$ cat config.mk
export PLATFORM = sky130hd
export DESIGN_NAME = twophase_clkgen
export DESIGN_NICKNAME = d
export VERILOG_FILES = /design/src/rtl/tpc_pkg.sv /design/src/rtl/tpc_divider.sv /design/src/rtl/tpc_phase.sv /design/src/rtl/tpc_subcycle.sv /design/src/rtl/tpc_qual.sv /design/src/rtl/twophase_clkgen.sv
export SDC_FILE = /design/constraint.sdc
export NUM_CORES = 1
export LEC_CHECK = 0
export BUFFER_PORTS_ARGS = -buffer_cell sky130_fd_sc_hd__buf_2
export CORE_MARGIN = 1.5
export CORE_UTILIZATION = 54
export CTS_BUF_LIST = sky130_fd_sc_hd__clkbuf_16
export CTS_CLUSTER_SIZE = 8
export DETAILED_ROUTE_END_ITERATION = 7
export PLACE_DENSITY = 0.85
export RECOVER_POWER = 100
export SLEW_MARGIN = 0
export SYNTH_ARGS = -nofsm -noshare
export SYNTH_HDL_FRONTEND = slang
export SYNTH_SLANG_ARGS = --single-unit
$ cat constraint.sdc
create_clock -name clk -period 3.4 [get_ports clk]
set_input_delay 0.34 -clock clk [delete_from_list [all_inputs] [get_ports clk]]
set_output_delay 0.34 -clock clk [all_outputs]
set_load 0.1 [all_outputs]
$ cat src/rtl/tpc_pkg.sv
package tpc_pkg;

  // Subcycle labels of one instruction cycle, in execution order.
  typedef enum logic [2:0] {
    SC_A1 = 3'd0,
    SC_A2 = 3'd1,
    SC_A3 = 3'd2,
    SC_M1 = 3'd3,
    SC_M2 = 3'd4,
    SC_X1 = 3'd5,
    SC_X2 = 3'd6,
    SC_X3 = 3'd7
  } subcycle_e;

  localparam int unsigned SUB_COUNT = 8;
  localparam int unsigned SUB_W     = 3;

endpackage

$ cat src/rtl/tpc_divider.sv
module tpc_divider #(
  parameter int unsigned PERIOD = 27,
  parameter int unsigned CW     = $clog2(PERIOD)
) (
  input  logic          clk,
  input  logic          rst_n,
  output logic [CW-1:0] cnt,
  output logic          wrap
);

  localparam logic [CW-1:0] LAST = CW'(PERIOD - 1);

  logic [CW-1:0] cnt_d;

  // terminal count of the free-running divider
  assign wrap = (cnt == LAST);

  always_comb begin
    if (wrap) cnt_d = '0;
    else      cnt_d = cnt + 1'b1;
  end

  always_ff @(posedge clk or negedge rst_n) begin
    if (!rst_n) cnt <= '0;
    else        cnt <= cnt_d;
  end

endmodule

$ cat src/rtl/tpc_phase.sv
module tpc_phase #(
  parameter int unsigned CW    = 5,
  parameter int unsigned START = 0,
  parameter int unsigned WIDTH = 8
) (
  input  logic          clk,
  input  logic          rst_n,
  input  logic [CW-1:0] cnt,
  output logic          in_win,
  output logic          level,
  output logic          rise
);

  localparam logic [CW-1:0] FIRST = CW'(START);
  localparam logic [CW-1:0] LAST  = CW'(START + WIDTH - 1);

  logic level_d;
  logic rise_d;

  // a window starting at count zero needs no lower bound compare
  generate
    if (START == 0) begin : g_base
      assign in_win = (cnt <= LAST);
    end else begin : g_off
      assign in_win = (cnt >= FIRST) && (cnt <= LAST);
    end
  endgenerate

  always_comb begin
    level_d = in_win;
    rise_d  = (cnt == FIRST);
  end

  always_ff @(posedge clk or negedge rst_n) begin
    if (!rst_n) begin
      level <= 1'b0;
      rise  <= 1'b0;
    end else begin
      level <= level_d;
      rise  <= rise_d;
    end
  end

endmodule

$ cat src/rtl/tpc_subcycle.sv
module tpc_subcycle
  import tpc_pkg::*;
(
  input  logic                 clk,
  input  logic                 rst_n,
  input  logic                 adv,
  output subcycle_e            idx,
  output logic [SUB_COUNT-1:0] flags
);

  subcycle_e idx_d;

  always_comb begin
    if (adv) idx_d = subcycle_e'(idx + 3'd1);
    else     idx_d = idx;
  end

  always_ff @(posedge clk or negedge rst_n) begin
    if (!rst_n) idx <= SC_A1;
    else        idx <= idx_d;
  end

  // one-hot decode, one comparator per subcycle
  generate
    for (genvar i = 0; i < SUB_COUNT; i++) begin : g_dec
      assign flags[i] = (idx == subcycle_e'(i));
    end
  endgenerate

endmodule

$ cat src/rtl/tpc_qual.sv
module tpc_qual
  import tpc_pkg::*;
(
  input  logic      clk,
  input  logic      rst_n,
  input  logic      win2,
  input  subcycle_e idx,
  output logic      x22,
  output logic      x32
);

  logic x22_d;
  logic x32_d;

  // the subcycle is steady across the whole second-phase window
  always_comb begin
    x22_d = win2 && (idx == SC_X2);
    x32_d = win2 && (idx == SC_X3);
  end

  always_ff @(posedge clk or negedge rst_n) begin
    if (!rst_n) begin
      x22 <= 1'b0;
      x32 <= 1'b0;
    end else begin
      x22 <= x22_d;
      x32 <= x32_d;
    end
  end

endmodule

$ cat src/rtl/twophase_clkgen.sv
module twophase_clkgen #(
  parameter int unsigned DIV_PERIOD = 27,
  parameter int unsigned PH1_START  = 0,
  parameter int unsigned PH1_WIDTH  = 8,
  parameter int unsigned PH2_START  = 16,
  parameter int unsigned PH2_WIDTH  = 8
) (
  input  logic       clk,
  input  logic       rst_n,
  output logic       clk1,
  output logic       clk2,
  output logic       clk1_rise,
  output logic       clk2_rise,
  output logic [2:0] subcycle,
  output logic [7:0] sub_flags,
  output logic       x22,
  output logic       x32
);

  import tpc_pkg::*;

  localparam int unsigned CW = $clog2(DIV_PERIOD);

  logic [CW-1:0] cnt;
  logic          wrap;
  logic          win1;
  logic          win2;
  subcycle_e     sc;

  tpc_divider #(.PERIOD(DIV_PERIOD), .CW(CW)) u_div (
    .clk   (clk),
    .rst_n (rst_n),
    .cnt   (cnt),
    .wrap  (wrap)
  );

  tpc_phase #(.CW(CW), .START(PH1_START), .WIDTH(PH1_WIDTH)) u_ph1 (
    .clk    (clk),
    .rst_n  (rst_n),
    .cnt    (cnt),
    .in_win (win1),
    .level  (clk1),
    .rise   (clk1_rise)
  );

  tpc_phase #(.CW(CW), .START(PH2_START), .WIDTH(PH2_WIDTH)) u_ph2 (
    .clk    (clk),
    .rst_n  (rst_n),
    .cnt    (cnt),
    .in_win (win2),
    .level  (clk2),
    .rise   (clk2_rise)
  );

  tpc_subcycle u_sub (
    .clk   (clk),
    .rst_n (rst_n),
    .adv   (wrap),
    .idx   (sc),
    .flags (sub_flags)
  );

  tpc_qual u_qual (
    .clk   (clk),
    .rst_n (rst_n),
    .win2  (win2),
    .idx   (sc),
    .x22   (x22),
    .x32   (x32)
  );

  assign subcycle = sc;

  // first-phase window is only used through its registered level
  logic unused_win1;
  assign unused_win1 = win1;

endmodule

==> impl_metrics.toml <==
[floorplanning]
die-width_um = 40.23
fp.dieH_um = 40.23
design.die.area_sq_mm = 0.001618
start_util = 0.5750
placement_rows = 13
design.portCount = 19
design.core.area_sq_mm = 0.001301

[drt]
dr_total_vias = 522
drt_pass1_iterations = 4
wl_mm = 1.418
detail_route.drc_violations = 0
final_antenna_net_count = 0
via_density = 5.381
drt_first_iter_violations = 9
route.detailed.wl_per_inst_um = 14.62

[timing]
worst_slew_pin_slew_ps = 1221
max_slew_violations = 0
clock.fmax_ghz = 0.4236
unrepaired_setup_endpoints_after_global_routing = "false"
fin_worst_skew_ps = 1.443
hold_viol_final = 0
period_minus_slack_ps = 2361
final_setup_tns_ps = 0
timing.slew.headroom = 0.1898
post-route-period-util = 0.6943
number_of_failing_setup_endpoints_in_the_final_timing_report = 0

[logic_synthesis]
synth_enable_flop_cells = 0
synthTopCellsByArea = "sky130_fd_sc_hd__dfrtp_1, sky130_fd_sc_hd__ha_1, sky130_fd_sc_hd__and4b_1"
synth_largest_area_cell = "sky130_fd_sc_hd__dfrtp_1"
ys_async_sr_fraction = 1.000
synth.top_cell.area_share = 0.4682
syn-num-nets = 74
synth_cell_types = 22
synth_area_sq_um = 748.2
seq_area_frac_synth = 0.4682
post_synth_inst_count = 63
synth_seq_cells = 14
synth_top_flop_cell = "sky130_fd_sc_hd__dfrtp_1"
post_synth.cell_area_avg_sq_um = 11.88
yosys_warnings = 0

[power]
power.share.combinational = 0.010
power_density_mw_per_mm2 = 439.0
share_seq_of_total_power = 0.429
intPower_w = 0.0003218
swShare = 0.1748
p_leak_nw = 0.4144
clockPowerShare = 0.561
p_total_w = 0.0003900
power.ir.vdd_worst_uv = 318.2
power_switching_w = 0.00006817

[global_routing]
grt_antenna_before_repair = 0
grt_usage = 0.2124
grt_first_pass_wirelength_mm = 2.028
grt_max_degree = 15
grt_overflow_total = 0
number_of_global_route_vias_before_repair = 432

[hold_path]
holdCritPathClass = "reg -> reg"

[placement]
place.detailed.hpwl_um = 888.4
number_of_i_o_port_buffers = 18
place.gp.congestion = 0.8107

[setup_path]
worst-endpoint-arrival_ps = 2020
timing.critical_path.from_type = "flop"
worst-endpoint-required_ps = 3060
critPathMaxFanout = 4
crit_end_element = "output pin"
worstSetupPathType = "reg -> out"

[flow_run]
cap_viol_max_count = 0

[clock_network]
cts-root-buf = "sky130_fd_sc_hd__clkbuf_16"
tritoncts_num_sinks = 14
clk_latency_ps = 240
cts-resized-gates = 0
cts.path.max_buffers = 2
cts-htree-levels = 1
tritoncts = "done"
tritoncts.num_buffers = 3
path_clk_slew_ps = 40
postCtsSetupBuffers = 0

[cells_and_area]
fin_nets = 95
most-common-layout-cells = "sky130_fd_sc_hd__clkbuf_1, sky130_fd_sc_hd__dfrtp_1, sky130_fd_sc_hd__ha_1"
final_common_cell = "sky130_fd_sc_hd__clkbuf_1"
area_delta_synth_final_pct = 18.73
drive_above_1_share = 0.04878
antenna_cells_inserted = 0

[status]
outcome = "complete, no violations"
## through the flow
step | hold WS (ps) | std cells | utilization | area [sq um] | worst slack, ps
floorplan | 44.41 | 63 | - | 748.2 | 458.5
global placement | 242.2 | 93 | 0.6375 | 829.5 | 1860
detailed placement | 244.4 | 93 | 0.6375 | 829.5 | 1822
CTS | 528.7 | 97 | 0.7029 | 914.6 | 1477
global route | 564.8 | 97 | 0.6827 | 888.4 | 969.0
finish | 524.0 | 97 | 0.6827 | 888.4 | 1039
## synth_stat cells (2+ instances only)
cell type,count
sky130_fd_sc_hd__ha_1,9
sky130_fd_sc_hd__buf_6,2
sky130_fd_sc_hd__inv_1,5
sky130_fd_sc_hd__and2_1,4
sky130_fd_sc_hd__nand2b_1,2
sky130_fd_sc_hd__nor3_1,2
sky130_fd_sc_hd__xnor2_1,2
sky130_fd_sc_hd__nor3b_1,2
sky130_fd_sc_hd__and4b_1,3
sky130_fd_sc_hd__nor2b_1,3
sky130_fd_sc_hd__nor2_1,5
sky130_fd_sc_hd__dfrtp_1,14
## power by group through the flow
stage / Sequential [W] / Combinational (W) / Clock [W]
CTS: 0.000167 / 0.00000446 / 0.000221
floorplan: 0.000170 / 0.000000000199 / 0
global route: 0.000167 / 0.00000497 / 0.000232
detailed placement: 0.000170 / 0.00000362 / 0
finish: 0.000167 / 0.00000396 / 0.000219
global placement: 0.000170 / 0.00000357 / 0
## worst paths after layout
path	slack [ps]	endpoint	startpoint	depth (start not counted)
setup / recovery	1040	sub_flags[4]	u_sub.idx[0]$_DFFE_PN0N_	4
hold / removal	520	u_div.cnt[0]$_DFF_PN0_	u_div.cnt[0]$_DFF_PN0_	1
setup reg to reg	1800	u_sub.idx[1]$_DFFE_PN0N_	u_div.cnt[0]$_DFF_PN0_	4
hold reg to reg	520	u_div.cnt[0]$_DFF_PN0_	u_div.cnt[0]$_DFF_PN0_	1
max in group asynchronous	2310	u_div.cnt[0]$_DFF_PN0_	rst_n	2
min in group asynchronous	650	u_ph1.rise$_DFF_PN0_	rst_n	2
## registers in the layout (all words and copies together), names as in the netlist
signal       cells
u_div.cnt        5
u_ph2.level      1
u_qual.x32       1
u_qual.x22       1
u_ph2.rise       1
u_ph1.rise       1
u_sub.idx        3
u_ph1.level      1
## critical path, stage by stage, from the launching register on
cell and delay, ps:
sky130_fd_sc_hd__dfrtp_1 410, sky130_fd_sc_hd__inv_1 150, sky130_fd_sc_hd__ha_1 190, sky130_fd_sc_hd__and2_1 150, sky130_fd_sc_hd__clkbuf_1 870
## routing by layer
metal | up-vias | global-route usage | wire, um
met5 | - | 0 | 0
met1 | 246 | 0.2421 | 595
met3 | 6 | 0.08333 | 94
met2 | 24 | 0.3226 | 671
met4 | 0 | 0.1500 | 57
li1 | 246 | - | -
## logic make-up after synthesis
kind of cell | Yosys count | share of synthesized area
multiplexers | 2 | 0.03344
AO/OA/AOI/OAI | 3 | 0.02507
flip-flops | 14 | 0.4682
buffers and inverters | 8 | 0.06187
adder cells (fa/ha/maj) | 9 | 0.1505
XOR/XNOR | 2 | 0.02342
AND/OR/NAND/NOR | 25 | 0.2375
## layout make-up
type                            instances  area (sq um)
Sequential cell                        14         350.3
Clock buffer                            3         75.07
Fill cell                             112         412.9
Inverter                                5         18.77
Tap cell                               15         18.77
Multi-Input combinational cell         41         347.8
Timing Repair Buffer                   19         77.57
## what timing repair did
item	in CTS	in global routing
hold buffers	1	0
endpoints found under the hold margin	14	0
setup endpoints to repair	0	0
No activity file was read; power rests on OpenSTA's default activity.
